<file path="src/rtl/tw_stat_pkg.sv">
package tw_stat_pkg;

    localparam int STAT_W   = 8;
    localparam int SYNC_DEF = 2;

    // Bit positions inside the host status word; bench and host rely on them.
    localparam int B_PIN  = 7;
    localparam int B_RPT  = 6;
    localparam int B_SRX  = 5;
    localparam int B_ERR  = 4;
    localparam int B_DIR  = 3;
    localparam int B_ADR  = 2;
    localparam int B_LOST = 1;
    localparam int B_FREE = 0;

    typedef struct packed {
        logic pend_n;
        logic rpt_start;
        logic stop_srx;
        logic bus_err;
        logic dir_bit;
        logic addressed;
        logic arb_lost;
        logic free_n;
    } stat_t;

    typedef struct packed {
        logic start;
        logic stop;
        logic err;
    } bus_ev_t;

    typedef struct packed {
        logic byte_done;
        logic addr_own;
        logic addr_gc;
        logic slave_rx;
        logic involved;
        logic bit_valid;
        logic rx_bit;
        logic rw_bit;
        logic master_tx;
        logic drive_high;
        logic start_issue;
        logic in_byte;
    } eng_t;

    // Sticky flag update: a set request beats a clear request.
    function automatic logic sticky(input logic cur, input logic set_i, input logic clr_i);
        if (set_i)      return 1'b1;
        else if (clr_i) return 1'b0;
        else            return cur;
    endfunction

endpackage

</file>
<file path="src/rtl/tw_line_sync.sv">
module tw_line_sync #(
    parameter int W       = 2,
    parameter int STAGES  = 2,
    parameter logic RST_V = 1'b1
) (
    input  logic         clk,
    input  logic         rst,
    input  logic [W-1:0] d,
    output logic [W-1:0] q
);
    localparam int LAST = STAGES - 1;

    logic [STAGES-1:0][W-1:0] chain;

    always_ff @(posedge clk) begin
        if (rst) begin
            chain <= {STAGES{{W{RST_V}}}};
        end else begin
            chain[0] <= d;
            for (int i = 1; i < STAGES; i++) begin
                chain[i] <= chain[i-1];
            end
        end
    end

    assign q = chain[LAST];
endmodule

</file>
<file path="src/rtl/tw_cond_detect.sv">
module tw_cond_detect
    import tw_stat_pkg::*;
(
    input  logic    clk,
    input  logic    rst,
    input  logic    scl_s,
    input  logic    sda_s,
    input  logic    in_byte,
    output bus_ev_t ev
);
    logic scl_d, sda_d;
    logic clk_high;

    always_ff @(posedge clk) begin
        if (rst) begin
            scl_d <= 1'b1;
            sda_d <= 1'b1;
        end else begin
            scl_d <= scl_s;
            sda_d <= sda_s;
        end
    end

    // SCL must be high on both samples around the SDA transition.
    assign clk_high = scl_s & scl_d;

    always_comb begin
        ev.start = clk_high &  sda_d & ~sda_s;
        ev.stop  = clk_high & ~sda_d &  sda_s;
        ev.err   = (ev.start | ev.stop) & in_byte;
    end
endmodule

</file>
<file path="src/rtl/tw_status_flags.sv">
module tw_status_flags
    import tw_stat_pkg::*;
(
    input  logic    clk,
    input  logic    rst,
    input  bus_ev_t ev,
    input  eng_t    eng,
    input  logic    host_ack,
    output stat_t   st
);
    logic  xfer_open;
    logic  addr_hit;
    logic  clean_start, clean_stop;
    logic  lost_bit;
    stat_t nx;

    assign addr_hit    = eng.addr_own | eng.addr_gc;
    assign clean_start = ev.start & ~ev.err;
    assign clean_stop  = ev.stop  & ~ev.err;
    assign lost_bit    = eng.bit_valid & eng.master_tx & eng.drive_high & ~eng.rx_bit;

    always_comb begin
        nx = st;

        // bus-free (active low busy indicator)
        if (ev.err)            nx.free_n = 1'b0;
        else if (ev.start)     nx.free_n = 1'b0;
        else if (ev.stop)      nx.free_n = 1'b1;

        // pending-not
        if (ev.err || eng.byte_done) nx.pend_n = 1'b0;
        else if (host_ack)           nx.pend_n = 1'b1;

        nx.bus_err   = sticky(st.bus_err,   ev.err, host_ack);
        nx.rpt_start = sticky(st.rpt_start, clean_start & xfer_open & eng.involved, host_ack);
        nx.stop_srx  = sticky(st.stop_srx,  clean_stop & eng.slave_rx, host_ack);

        if (addr_hit)           nx.dir_bit = eng.rw_bit;
        else if (eng.bit_valid) nx.dir_bit = eng.rx_bit;

        nx.addressed = sticky(st.addressed, addr_hit, ev.start | ev.stop);
        nx.arb_lost  = sticky(st.arb_lost,  lost_bit, eng.start_issue);
    end

    always_ff @(posedge clk) begin
        if (rst) begin
            st        <= '0;
            xfer_open <= 1'b0;
        end else begin
            st <= nx;
            if (ev.err || ev.stop) xfer_open <= 1'b0;
            else if (ev.start)     xfer_open <= 1'b1;
        end
    end
endmodule

</file>
<file path="src/rtl/tw_status_tracker.sv">
module tw_status_tracker
    import tw_stat_pkg::*;
#(
    parameter int SYNC_STAGES = SYNC_DEF
) (
    input  logic              clk,
    input  logic              rst,
    input  logic              scl_in,
    input  logic              sda_in,
    input  logic              eng_byte_done,
    input  logic              eng_addr_own,
    input  logic              eng_addr_gc,
    input  logic              eng_slave_rx,
    input  logic              eng_involved,
    input  logic              eng_bit_valid,
    input  logic              eng_rx_bit,
    input  logic              eng_rw_bit,
    input  logic              eng_master_tx,
    input  logic              eng_drive_high,
    input  logic              eng_start_issue,
    input  logic              eng_in_byte,
    input  logic              host_ack,
    input  logic              host_rd,
    output logic [STAT_W-1:0] rd_data
);
    logic [1:0]        line_s;
    bus_ev_t           ev;
    eng_t              eng;
    stat_t             st;
    logic [STAT_W-1:0] status_bits;
    logic              ev_start, ev_stop, ev_err;

    tw_line_sync #(.W(2), .STAGES(SYNC_STAGES), .RST_V(1'b1)) u_sync (
        .clk (clk),
        .rst (rst),
        .d   ({scl_in, sda_in}),
        .q   (line_s)
    );

    tw_cond_detect u_det (
        .clk     (clk),
        .rst     (rst),
        .scl_s   (line_s[1]),
        .sda_s   (line_s[0]),
        .in_byte (eng_in_byte),
        .ev      (ev)
    );

    always_comb begin
        eng.byte_done   = eng_byte_done;
        eng.addr_own    = eng_addr_own;
        eng.addr_gc     = eng_addr_gc;
        eng.slave_rx    = eng_slave_rx;
        eng.involved    = eng_involved;
        eng.bit_valid   = eng_bit_valid;
        eng.rx_bit      = eng_rx_bit;
        eng.rw_bit      = eng_rw_bit;
        eng.master_tx   = eng_master_tx;
        eng.drive_high  = eng_drive_high;
        eng.start_issue = eng_start_issue;
        eng.in_byte     = eng_in_byte;
    end

    tw_status_flags u_flags (
        .clk      (clk),
        .rst      (rst),
        .ev       (ev),
        .eng      (eng),
        .host_ack (host_ack),
        .st       (st)
    );

    assign status_bits = st;
    assign ev_start    = ev.start;
    assign ev_stop     = ev.stop;
    assign ev_err      = ev.err;

    always_ff @(posedge clk) begin
        if (rst)          rd_data <= '0;
        else if (host_rd) rd_data <= status_bits;
    end
endmodule

</file>
<file path="config.mk">
export PLATFORM = sky130hd
export DESIGN_NAME = tw_status_tracker
export DESIGN_NICKNAME = d
export VERILOG_FILES = /design/src/rtl/tw_stat_pkg.sv /design/src/rtl/tw_line_sync.sv /design/src/rtl/tw_cond_detect.sv /design/src/rtl/tw_status_flags.sv /design/src/rtl/tw_status_tracker.sv
export SDC_FILE = /design/constraint.sdc
export NUM_CORES = 1
export LEC_CHECK = 0
export BUFFER_PORTS_ARGS = -buffer_cell sky130_fd_sc_hd__buf_4
export CAP_MARGIN = 5
export CORE_MARGIN = 2
export CORE_UTILIZATION = 51
export CTS_CLUSTER_SIZE = 12
export DETAILED_ROUTE_END_ITERATION = 10
export PLACE_DENSITY = 0.87
export SYNTH_ARGS = -nofsm -noshare
export SYNTH_HDL_FRONTEND = slang
export SYNTH_SLANG_ARGS = --single-unit
</file>
<file path="constraint.sdc">
create_clock -name clk -period 2.7 [get_ports clk]
set_clock_uncertainty 0.1 [all_clocks]
set_input_delay 0.135 -clock clk [delete_from_list [all_inputs] [get_ports clk]]
set_output_delay 0.135 -clock clk [all_outputs]
set_load 0.005 [all_outputs]
</file>
==> results.md, run 1 <==
- Status: complete, no violations
- Clock tree from TritonCTS: yes
- Setup CP Type: reg -> reg
- CP startpoint: u_det.sda_d
- Yosys reg bits: 23
- Worst IR Drop VDD: 0.476 mV
- Drt pass-1 iters: 4
- CP Capture Type: flop
- Commonest non-fill, non-tap cell in the layout: buf_4
- Arr. time, crit path: 1440 ps
- DP Area: 0.00103 sq mm
- Setup Fix Bufs, Post-CTS: 0
- Chip Width: 44.4 um
- Largest net degree at the start of global routing: 24
- Met1 WL: 684 um
- First-pass GRT wire length: 2.78 mm
- P per Cell Area: 516 mW/mm^2
- Fillers: 124
- Leak Pwr: 0.487 nW
- Final wirelength: 1.62 mm
- WL per Instance: 12.5 um
- Fmax: 0.764 GHz
- H-tree Lvls: 1
- Most frequent cells in the layout: buf_4, dfxtp_1, nor2_1, mux2i_1, or2_2
- Post-CTS sizing: 0
- Synth Instances: 83
- Multi-input gate area: 350 sq um
- Area share of the leading cell type in the synthesized netlist: 55.4%
- Post-Syn Area: 831 sq um
- Fin util: 72.3%
- Slew of the pin with the lowest slew margin: 236 ps
- Post-synth EDFFs: 0
- Gr ovfl total: 0
- HP Class: in -> reg
- Fin Hold WS: 4.99 ps
- RSZ-0062 raised after global routing: no
- Fin cells: 130
- Design area: 0.00110 sq mm
- Setup WS pre-CTS: 1410 ps
- Die Span Y: 44.4 um
- Post-route ant nets: 0
- Mean Syn Cell Area: 10.0 sq um
- Vias in the first global route: 696
- Synth cell types: 25
- Post-synth top flop: dfxtp_1
- Starting Density: 54.5%
- Initial drt markers: 3
- Period utilization: 48.5%
- DRC violations left: 0
- R2R setup slack: 1390 ps
- Share of cells above drive strength 1: 32.5%
- Reg area: 460 sq um
- Clock slew at reported path FFs: 120 ps
- Met2 WL: 865 um
- Max-cap violation count: 0
- Startpoint Class: flop
- Hold Buf Count CTS: 5
- GRT Total Usage: 19.3%
- Met3 WL post-DR: 56 um
- Clock Tree Buf Depth: 2
- Via density: 5.32
- R2R Path Start: u_det.sda_d
- Reg2reg end: u_flags.st[6]
- Clock period minus worst slack: 1310 ps
- Worst slew margin: 84.3%
- Setup WS post-layout: 1390 ps
- Power, Total: 0.568 mW
- Layout Nets: 133
- Post-synthesis sequential area ratio: 55.4%
- Syn Nets: 101
- Worst EP required: 2830 ps
- Setup violators final: 0
- Initial antenna violation count: 0
- Root Buffer Master: clkbuf_4
- Setup_tns: 0 ps
- # rows: 14
- Crit-path max FO: 7
- Routability Congestion: 0.713
- Largest area contributor in the synthesized netlist: dfxtp_1
- Max Used Layer: met4
- Clk_lat worst skew: 300 ps
- Most area-consuming cells after synthesis: dfxtp_1, mux2i_1, nor2_1, or2_2, a21oi_1
- # placed instances: 121
- Hpwl dp: 1.18 mm
- Final Max Slew Viols: 0
- TritonCTS Buffers: 3
- Die Area: 0.00197 sq mm
- Yosys warning count: 0
- Clock Sinks: 23
- Asr flop ratio synth: 0%
- Count of input and output buffers: 25
- # IOs: 26
- Reg2Reg Depth: 3
- Core Box Area: 0.00152 sq mm
- Ant diodes: 0
- Critical Path End: u_flags.st[6]
- Via count: 692
- Hold Vio Cnt, Final: 0
- Syn-to-layout area delta: 32.7%
logic make-up after synthesis:
| group | count (synthesis) | synth area share, % |
|---|---|---|
| AO/OA/AOI/OAI | 13 | 10.1 |
| XOR/XNOR | 1 | 1.05 |
| buffers and inverters | 5 | 2.41 |
| flip-flops | 23 | 55.4 |
| multiplexers | 9 | 10.8 |
| AND/OR/NAND/NOR | 32 | 20.2 |
synthesized netlist by cell type, types with 2 or more instances:
cell type  number
dfxtp_1        23
nor2_1         14
mux2i_1         9
or2_2           6
a21oi_1         5
nand2_1         3
o21ai_0         3
inv_1           2
nand2b_1        2
registers in the layout (all words and copies together), names as in the netlist:
name               flops
u_det.sda_d            1
u_flags.st             8
u_det.scl_d            1
u_sync.q               2
u_sync.chain           2
rd_data                8
u_flags.xfer_open      1
worst min-delay path by stage:
stage / start / endpoint / slack, ps / cells past startpoint
after floorplan: rst / u_flags.st[4] / 110 / 1
after global placement: eng_byte_done / u_flags.st[7] / 200 / 2
after detailed placement: eng_byte_done / u_flags.st[7] / 210 / 2
after CTS: eng_drive_high / u_flags.st[1] / 4 / 3
after global routing: eng_addr_own / u_flags.st[2] / 8 / 3
final: eng_addr_own / u_flags.st[2] / 5 / 3
per-layer routing:
layer	GRT usage, %	vias to the layer above
li1	-	345
met1	19.9	329
met2	37.6	16
met3	3.67	2
met4	7.27	0
met5	0	-
worst max-delay path, stage by stage, from the launching register on:
cell and delay, ps:
dfxtp_1 440, nand2b_1 100, or4_1 470, a21oi_1 140
power by group:
part,switching [mW],internal [mW]
Sequential,0.00682,0.350
Clock,0.0914,0.0575
Combinational,0.0246,0.0379
layout make-up:
type	instances	share of cell area (%)
Tap cell	16	1.82
Clock buffer	4	2.38
Sequential cell	23	41.8
Inverter	2	0.681
Timing Repair Buffer	30	21.6
Multi-Input combinational cell	55	31.8
(Power assumes the default switching activity.)
==> run 2: changes to the inputs <==
--- a/config.mk
+++ b/config.mk
@@ -5,13 +5,14 @@
 export SDC_FILE = /design/constraint.sdc
 export NUM_CORES = 1
 export LEC_CHECK = 0
+export ABC_AREA = 1
 export BUFFER_PORTS_ARGS = -buffer_cell sky130_fd_sc_hd__buf_4
 export CAP_MARGIN = 5
 export CORE_MARGIN = 2
-export CORE_UTILIZATION = 51
+export CORE_UTILIZATION = 43
 export CTS_CLUSTER_SIZE = 12
 export DETAILED_ROUTE_END_ITERATION = 10
-export PLACE_DENSITY = 0.87
+export PLACE_DENSITY = 0.79
 export SYNTH_ARGS = -nofsm -noshare
 export SYNTH_HDL_FRONTEND = slang
 export SYNTH_SLANG_ARGS = --single-unit
==> constraint.sdc (replaced) <==
create_clock -name clk -period 1.2 [get_ports clk]
set_clock_uncertainty 0.1 [all_clocks]
set_input_delay 0.06 -clock clk [delete_from_list [all_inputs] [get_ports clk]]
set_output_delay 0.06 -clock clk [all_outputs]
set_load 0.005 [all_outputs]
==> run 2 against run 1 <==
Compared with the run above: total power up 140%; setup slack worse by 1300 ps; critical path depth up 2; die area up 16%; clock power up 130%; global-route usage down 1.6 points; sequential power up 130%; final cell count up 32%; combinational power rose to 3.2 times the previous value; first-iteration DRC count rose to 4.3 times the previous value; critical path type is now in -> reg; critical endpoint is now rd_data[2]; highest routed layer unchanged.
==> results.md, run 2 <==
- Syn-to-layout area delta: 49.2% (was 32.7%)
- HP Class: reg -> reg (was in -> reg)
- Sw Share: 22.6% (was 21.6%)
- Clock Sinks: 23 (unchanged)
- Largest net degree at the start of global routing: 13 (was 24)
- Worst slew margin: 83.2% (was 84.3%)
- Layout Nets: 166 (was 133)
- Final wirelength: 1.82 mm (was 1.62 mm)
- Leak Pwr: 0.581 nW (was 0.487 nW)
- Yosys warning count: 0 (unchanged)
- Ant diodes: 0 (unchanged)
- Reg power frac: 60.4% (was 62.8%)
- Logic pwr share: 14.6% (was 11.0%)
- Initial antenna violation count: 0 (unchanged)
- Area share of the leading cell type in the synthesized netlist: 55.9% (was 55.4%)
- Clock power frac: 25.0% (was 26.2%)
- Top flop regs: rd_data: 8 flops, u_flags.st: 8 flops (unchanged)
- Drt pass-1 iters: 4 (unchanged)
- Synth Area in XOR/XNOR: 0% (was 1.05%)
- Share of cells above drive strength 1: 24.5% (was 32.5%)
- Max-cap violation count: 0 (unchanged)
- Most frequent cells in the layout: buf_4, dfxtp_1, nor2_1, dlygate4sd3_1, nand2_1 (was buf_4, dfxtp_1, nor2_1, mux2i_1, or2_2)
- Yosys reg bits: 23 (unchanged)
- Fin cells: 172 (was 130)
- Vias in the first global route: 735 (was 696)
- Most area-consuming cells after synthesis: dfxtp_1, nor2_1, nand2_1, o21ai_0, inv_1 (was dfxtp_1, mux2i_1, nor2_1, or2_2, a21oi_1)
- CP Capture Type: flop (unchanged)
- Setup CP Type: in -> reg (was reg -> reg)
- Post-synth top cells: dfxtp_1, nor2_1, nand2_1 (was dfxtp_1, nor2_1, mux2i_1)
- Period utilization: 92.9%
- Clock period minus worst slack: 1120 ps
- Post-synthesis sequential area ratio: 55.9% (was 55.4%)
- DRC violations left: 0 (unchanged)
- Post-Synth Adder-Cell Area: 0% (unchanged)
- Root Buffer Master: clkbuf_4 (unchanged)
- Post-synth top flop: dfxtp_1 (unchanged)
- Mux cell area share after synthesis: 0% (was 10.8%)
- Worst EP required: 1340 ps (was 2830 ps)
- Crit-path max FO: 12 (was 7)
- # rows: 15 (was 14)
- Clock slew at reported path FFs: 120 ps (about the same)
- # placed instances: 151 (was 121)
- Post-route ant nets: 0 (unchanged)
- Post-Syn Area: 823 sq um (was 831 sq um)
- Post-synthesis compound-gate area fraction: 11.6% (was 10.1%)
- Setup WS post-layout: 85.0 ps (was 1390 ps)
- Chip Width: 47.8 um (was 44.4 um)
- Status: complete, no violations (unchanged)
- DP Area: 0.00103 sq mm (about the same)
- First-pass GRT wire length: 2.79 mm (was 2.78 mm)
- Core Box Area: 0.00176 sq mm (was 0.00152 sq mm)
- Clk_lat worst skew: 300 ps (about the same)
- Via density: 4.76 (was 5.32)
- Fillers: 164 (was 124)
- Commonest non-fill, non-tap cell in the layout: buf_4 (unchanged)
- Design area: 0.00123 sq mm (was 0.00110 sq mm)
- # IOs: 26 (unchanged)
- Main combinational cell family by area after synthesis: simple AND/OR/NAND/NOR gates (unchanged)
- Final Max Slew Viols: 0 (unchanged)
- TritonCTS Buffers: 3 (unchanged)
- Simple-gate area share of the yosys netlist: 26.3% (was 20.2%)
- Hpwl dp: 1.26 mm (was 1.18 mm)
- Arr. time, crit path: 1250 ps (was 1440 ps)
- Count leader, synth: dfxtp_1 (unchanged)
- Die Span Y: 47.8 um (was 44.4 um)
- NetSw: 0.305 mW (was 0.123 mW)
- P per Cell Area: 1100 mW/mm^2 (was 516 mW/mm^2)
- GRT Total Usage: 17.7% (was 19.3%)
- Gr ovfl total: 0 (unchanged)
- Setup violators final: 0 (unchanged)
- Asr flop ratio synth: 0% (unchanged)
- Largest area contributor in the synthesized netlist: dfxtp_1 (unchanged)
- RSZ-0062 raised after global routing: no (unchanged)
- Power Internal: 1.05 mW (was 0.446 mW)
- Worst IR Drop VDD: 0.671 mV (was 0.476 mV)
- Fmax: 0.897 GHz
- Initial drt markers: 13 (was 3)
- Post-synth EDFFs: 0 (unchanged)
- WL per Instance: 10.6 um (was 12.5 um)
- Clock tree from TritonCTS: yes (unchanged)
- Mean Syn Cell Area: 7.99 sq um (was 10.0 sq um)
- Clock Tree Buf Depth: 2 (unchanged)
- Synth Instances: 103 (was 83)
- Syn Nets: 121 (was 101)
- Startpoint Class: input port (was flop)
- Die Area: 0.00228 sq mm (was 0.00197 sq mm)
- Starting Density: 46.7% (was 54.5%)
- Synth cell types: 15 (was 25)
- Setup WS pre-CTS: 178 ps (was 1410 ps)
- Hold Vio Cnt, Final: 0 (unchanged)
- Routability Congestion: 0.820 (was 0.713)
- Via count: 818 (was 692)
- Setup_tns: 0 ps (unchanged)
- Count of input and output buffers: 25 (unchanged)
- Slew of the pin with the lowest slew margin: 251 ps (was 236 ps)
- H-tree Lvls: 1 (unchanged)
==> run 2: cell types whose count changed in the layout (fill, tap and decap cells not counted), sizes merged, moves of 2 or more <==
cell         before  now
inv               2   11
nand2b            2    0
nand3             1    4
mux2i             9    0
nand2             3   15
nor2             14   21
a21oi             5    7
o21ai             3    9
dlygate4sd3       5   17
nand4             0    4
==> run 2: final cells by class <==
cell class | instances | area, sq um | area share [%]
inverters | 11 | 41.3 | 3.36
flip-flops and latches | 23 | 460 | 37.5
clock buffers | 4 | 26.3 | 2.14
repair buffers | 42 | 358 | 29.1
well taps | 25 | 31.3 | 2.55
multi-input cells | 67 | 312 | 25.4
==> run 2: what timing repair did <==
action	4_1_cts	5_1_grt
gates resized for setup	0	0
hold buffers	17	0
hold endpoints to repair	19	0
buffers inserted	0	0
==> run 2: path summary, 6_finish.rpt <==
check	start	to	slack, ps	cells past startpoint
worst max-delay path	rst	rd_data[2]	80	5
worst min-delay path	u_sync.chain[1]	u_sync.q[1]	320	1
worst max register to register	u_sync.q[1]	u_flags.st[7]	150	5
worst min register to register	u_sync.chain[1]	u_sync.q[1]	320	1
==> run 2: per-layer routing <==
layer / vias to the layer above / share of wire [%] / track usage, %
li1: 417 / - / -
met1: 367 / 41 / 17.9
met2: 32 / 53 / 33.3
met3: 2 / 5.2 / 4.91
met4: 0 / 0.66 / 8.11
met5: - / 0 / 0
==> run 2: stage by stage <==
step                power (mW)  hold slack, ps  util (%)
global route              1.44             356      69.6
CTS                       1.36             321      69.6
floorplan                0.902            63.8         -
global placement         0.979             144      58.5
detailed placement       0.986             150      58.5
finish                    1.35             322      69.6
==> run 2: power by group through the flow <==
stage | logic, mW | clock network [mW] | registers (mW)
after floorplan | 0.0707 | 0 | 0.831
after global placement | 0.148 | 0 | 0.831
after detailed placement | 0.153 | 0 | 0.833
after CTS | 0.197 | 0.352 | 0.816
after global routing | 0.220 | 0.395 | 0.821
final | 0.197 | 0.337 | 0.816
==> run 2: worst max-delay path, cell delays in order <==
cell           delay, ps
dlygate4sd3_1        530
buf_4                170
inv_1                210
o21ai_0              150
nor2_1               120
==> run 2: cells by family after synthesis <==
| logic type | after synthesis |
|---|---|
| simple gates | 49 |
| flops | 23 |
| compound gates | 18 |
| buf+inv | 13 |
==> run 3: changes to the inputs <==
--- a/config.mk
+++ b/config.mk
@@ -9,10 +9,11 @@
 export BUFFER_PORTS_ARGS = -buffer_cell sky130_fd_sc_hd__buf_4
 export CAP_MARGIN = 5
 export CORE_MARGIN = 2
-export CORE_UTILIZATION = 43
+export CORE_UTILIZATION = 53
 export CTS_CLUSTER_SIZE = 12
 export DETAILED_ROUTE_END_ITERATION = 10
-export PLACE_DENSITY = 0.79
+export PLACE_DENSITY = 0.88
 export SYNTH_ARGS = -nofsm -noshare
 export SYNTH_HDL_FRONTEND = slang
+export SYNTH_HIERARCHICAL = 1
 export SYNTH_SLANG_ARGS = --single-unit
==> constraint.sdc (replaced) <==
create_clock -name clk -period 1.34 [get_ports clk]
set_clock_uncertainty 0.1 [all_clocks]
set_input_delay 0.067 -clock clk [delete_from_list [all_inputs] [get_ports clk]]
set_output_delay 0.067 -clock clk [all_outputs]
set_load 0.005 [all_outputs]
==> run 3 against run 2 <==
Compared with the run above: the flow now finishes with violations (setup timing); non-clock buffer count up 5; sequential power shrank 10%; global-route usage rose by 4.9 points; total power shrank 7.0%; sequential cell count did not move; via count rose by 11%; final cell count increased by 13%; combinational power is 7% higher; synthesized area is 14% higher; cell area up 11%; wire length is 17% higher; critical endpoint is now u_det/sda_d.
==> results.md, run 3 <==
- Starting Density: 55.5% (was 46.7%)
- Largest net degree at the start of global routing: 17 (was 13)
- Via density: 4.70 (was 4.76)
- Startpoint Class: flop (was input port)
- Slew of the pin with the lowest slew margin: 296 ps (was 251 ps)
- Area share of the leading cell type in the synthesized netlist: 49.1% (was 55.9%)
- Status: finished, violations left (was complete, no violations)
- Initial antenna violation count: 0 (unchanged)
- Final wirelength: 2.13 mm (was 1.82 mm)
- DP Area: 0.00111 sq mm (was 0.00103 sq mm)
- Gr ovfl total: 0 (unchanged)
- Post-synth EDFFs: 0 (unchanged)
- Period utilization: 100%
- WL per Instance: 11.0 um (was 10.6 um)
- Fmax: 0.743 GHz
- Chip Width: 46.1 um (was 47.8 um)
- Hpwl dp: 1.25 mm (was 1.26 mm)
- Setup violators final: 1 (was 0)
- CP Capture Type: flop (unchanged)
- Initial drt markers: 18 (was 13)
- Fin cells: 194 (was 172)
- Syn-to-layout area delta: 45.0% (was 49.2%)
- Failing checks: setup timing
- Top flop regs: rd_data: 8 flops, u_flags/st: 8 flops (was rd_data: 8 flops, u_flags.st: 8 flops)
- Logic pwr share: 16.7% (was 14.6%)
- Clock power frac: 25.1% (was 25.0%)
- Worst slew margin: 80.2% (was 83.2%)
- Vias in the first global route: 849 (was 735)
- Arr. time, crit path: 1460 ps (was 1250 ps)
- Asr flop ratio synth: 0% (unchanged)
- Reg2Reg Depth: 2 (was 5)
- Power Internal: 0.953 mW (was 1.05 mW)
- Max-cap violation count: 0 (unchanged)
- Hold Vio Cnt, Final: 0 (unchanged)
- Core Box Area: 0.00169 sq mm (was 0.00176 sq mm)
- Leak Pwr: 0.694 nW (was 0.581 nW)
- Clk_lat worst skew: 310 ps (was 300 ps)
- RSZ-0062 raised after global routing: yes (was no)
- Syn Nets: 148 (was 121)
- # placed instances: 168 (was 151)
- DRC violations left: 0 (unchanged)
- Most frequent cells in the layout: nand2_1, nor2_1, buf_4, inv_1 (was buf_4, dfxtp_1, nor2_1, dlygate4sd3_1, nand2_1)
- Sw Share: 24.2% (was 22.6%)
- Setup_tns: -5.59 ps (was 0 ps)
- Setup WS pre-CTS: 171 ps (was 178 ps)
- Largest area contributor in the synthesized netlist: dfxtp_1 (unchanged)
- Worst IR Drop VDD: 1.03 mV (was 0.671 mV)
- # IOs: 26 (unchanged)
- Clock slew at reported path FFs: 120 ps (about the same)
- Via count: 912 (was 818)
- Mean Syn Cell Area: 7.21 sq um (was 7.99 sq um)
- Layout Nets: 196 (was 166)
- Design area: 0.00136 sq mm (was 0.00123 sq mm)
- Post-synth top cells: nand2_1, nor2_1, inv_1 (was dfxtp_1, nor2_1, nand2_1)
- Post-synth top flop: dfxtp_1 (unchanged)
- Synth cell types: 15 (unchanged)
- Count of input and output buffers: 25 (unchanged)
- Worst EP required: 1450 ps (was 1340 ps)
- Post-Syn Area: 937 sq um (was 823 sq um)
- Routability Congestion: 0.726 (was 0.820)
- P per Cell Area: 925 mW/mm^2 (was 1100 mW/mm^2)
- Drt pass-1 iters: 4 (unchanged)
- Die Span Y: 46.1 um (was 47.8 um)
- HP Class: in -> reg (was reg -> reg)
- Setup Fix Bufs, Post-CTS: 0 (unchanged)
- Clock Sinks: 23 (unchanged)
- Yosys warning count: 6 (was 0)
- Share of cells above drive strength 1: 22.0% (was 24.5%)
- Hold Crit Depth: 5 (was 1)
- Die Area: 0.00212 sq mm (was 0.00228 sq mm)
- GRT Total Usage: 22.6% (was 17.7%)
- Reg power frac: 58.2% (was 60.4%)
- TritonCTS Buffers: 3 (unchanged)
- NetSw: 0.304 mW (was 0.305 mW)
- # rows: 15 (unchanged)
- Count leader, synth: nand2_1 (was dfxtp_1)
- Root Buffer Master: clkbuf_4 (unchanged)
- Ant diodes: 0 (unchanged)
- Clock period minus worst slack: 1350 ps
- First-pass GRT wire length: 3.26 mm (was 2.79 mm)
- Most area-consuming cells after synthesis: dfxtp_1, nand2_1, nor2_1, inv_1, nor3_2 (was dfxtp_1, nor2_1, nand2_1, o21ai_0, inv_1)
- Setup WS post-layout: -5.59 ps (was 85.0 ps)
- Synth Instances: 130 (was 103)
- H-tree Lvls: 1 (unchanged)
- Yosys reg bits: 23 (unchanged)
- Clock tree from TritonCTS: yes (unchanged)
- Setup CP Type: reg -> reg (was in -> reg)
- Crit-path max FO: 4 (was 12)
- Post-synthesis sequential area ratio: 49.1% (was 55.9%)
- Post-route ant nets: 0 (unchanged)
- Commonest non-fill, non-tap cell in the layout: nand2_1 (was buf_4)
- Final Max Slew Viols: 0 (unchanged)
- Clock Tree Buf Depth: 2 (unchanged)
-- run 3: worst paths after layout --
path | from | end | slack [ps]
worst min register to register | u_sync/chain[0] | u_sync/q[0] | 320
worst min-delay path | eng_in_byte | u_flags/st[4] | 60
worst max register to register | u_sync/q[0] | u_det/sda_d | -6
worst max-delay path | u_sync/q[0] | u_det/sda_d | -6
-- run 3: final cells by class --
cell class	instances	area, sq um
timing repair buffer	47	408
tap	17	21.3
inverter	25	93.8
sequential	23	462
fill	127	330
multi-input combinational	78	348
clock buffer	4	26.3
-- run 3: power groups by stage --
| stage | logic (mW) | registers [mW] | clock network, mW |
|---|---|---|---|
| floorplan | 0.0897 | 0.744 | 0 |
| global placement | 0.152 | 0.744 | 0 |
| detailed placement | 0.157 | 0.746 | 0 |
| CTS | 0.200 | 0.730 | 0.319 |
| global route | 0.233 | 0.735 | 0.357 |
| finish | 0.210 | 0.731 | 0.315 |
-- run 3: kinds of logic (layout without fill, tap and decap cells) --
| group | count (synthesis) | count (layout) | synth area share [%] |
|---|---|---|---|
| AO/OA/AOI/OAI | 6 | 6 | 3.47 |
| buffers and inverters | 29 | 76 | 14.0 |
| flip-flops | 23 | 23 | 49.1 |
| AND/OR/NAND/NOR | 72 | 72 | 33.4 |
-- run 3: critical path: stages, from the launching register on --
cell           delay [ps]
dfxtp_2               360
or2_1                 230
dlygate4sd3_1         560
-- run 3: per-layer routing --
layer | vias to the layer above | part of all wire (%) | GRT usage (%)
met5 | - | 0 | 0
met4 | 0 | 2.7 | 16.6
met3 | 6 | 5.5 | 8.24
met2 | 29 | 53 | 36.1
met1 | 407 | 39 | 24.3
li1 | 470 | - | -
-- run 3: per-stage QoR --
step	util, %	hold slack [ps]	power, mW
finish	80.4	61.4	1.26
global route	80.4	47.9	1.32
CTS	79.0	0.580	1.25
detailed placement	65.6	136	0.904
global placement	65.6	134	0.896
floorplan	-	36.1	0.834
-- run 3: repair_timing --
item / CTS / global route
hold endpoints to repair: 13 / 4
hold buffers: 20 / 3
resized for setup: 0 / 2
setup endpoints to repair: 0 / 4
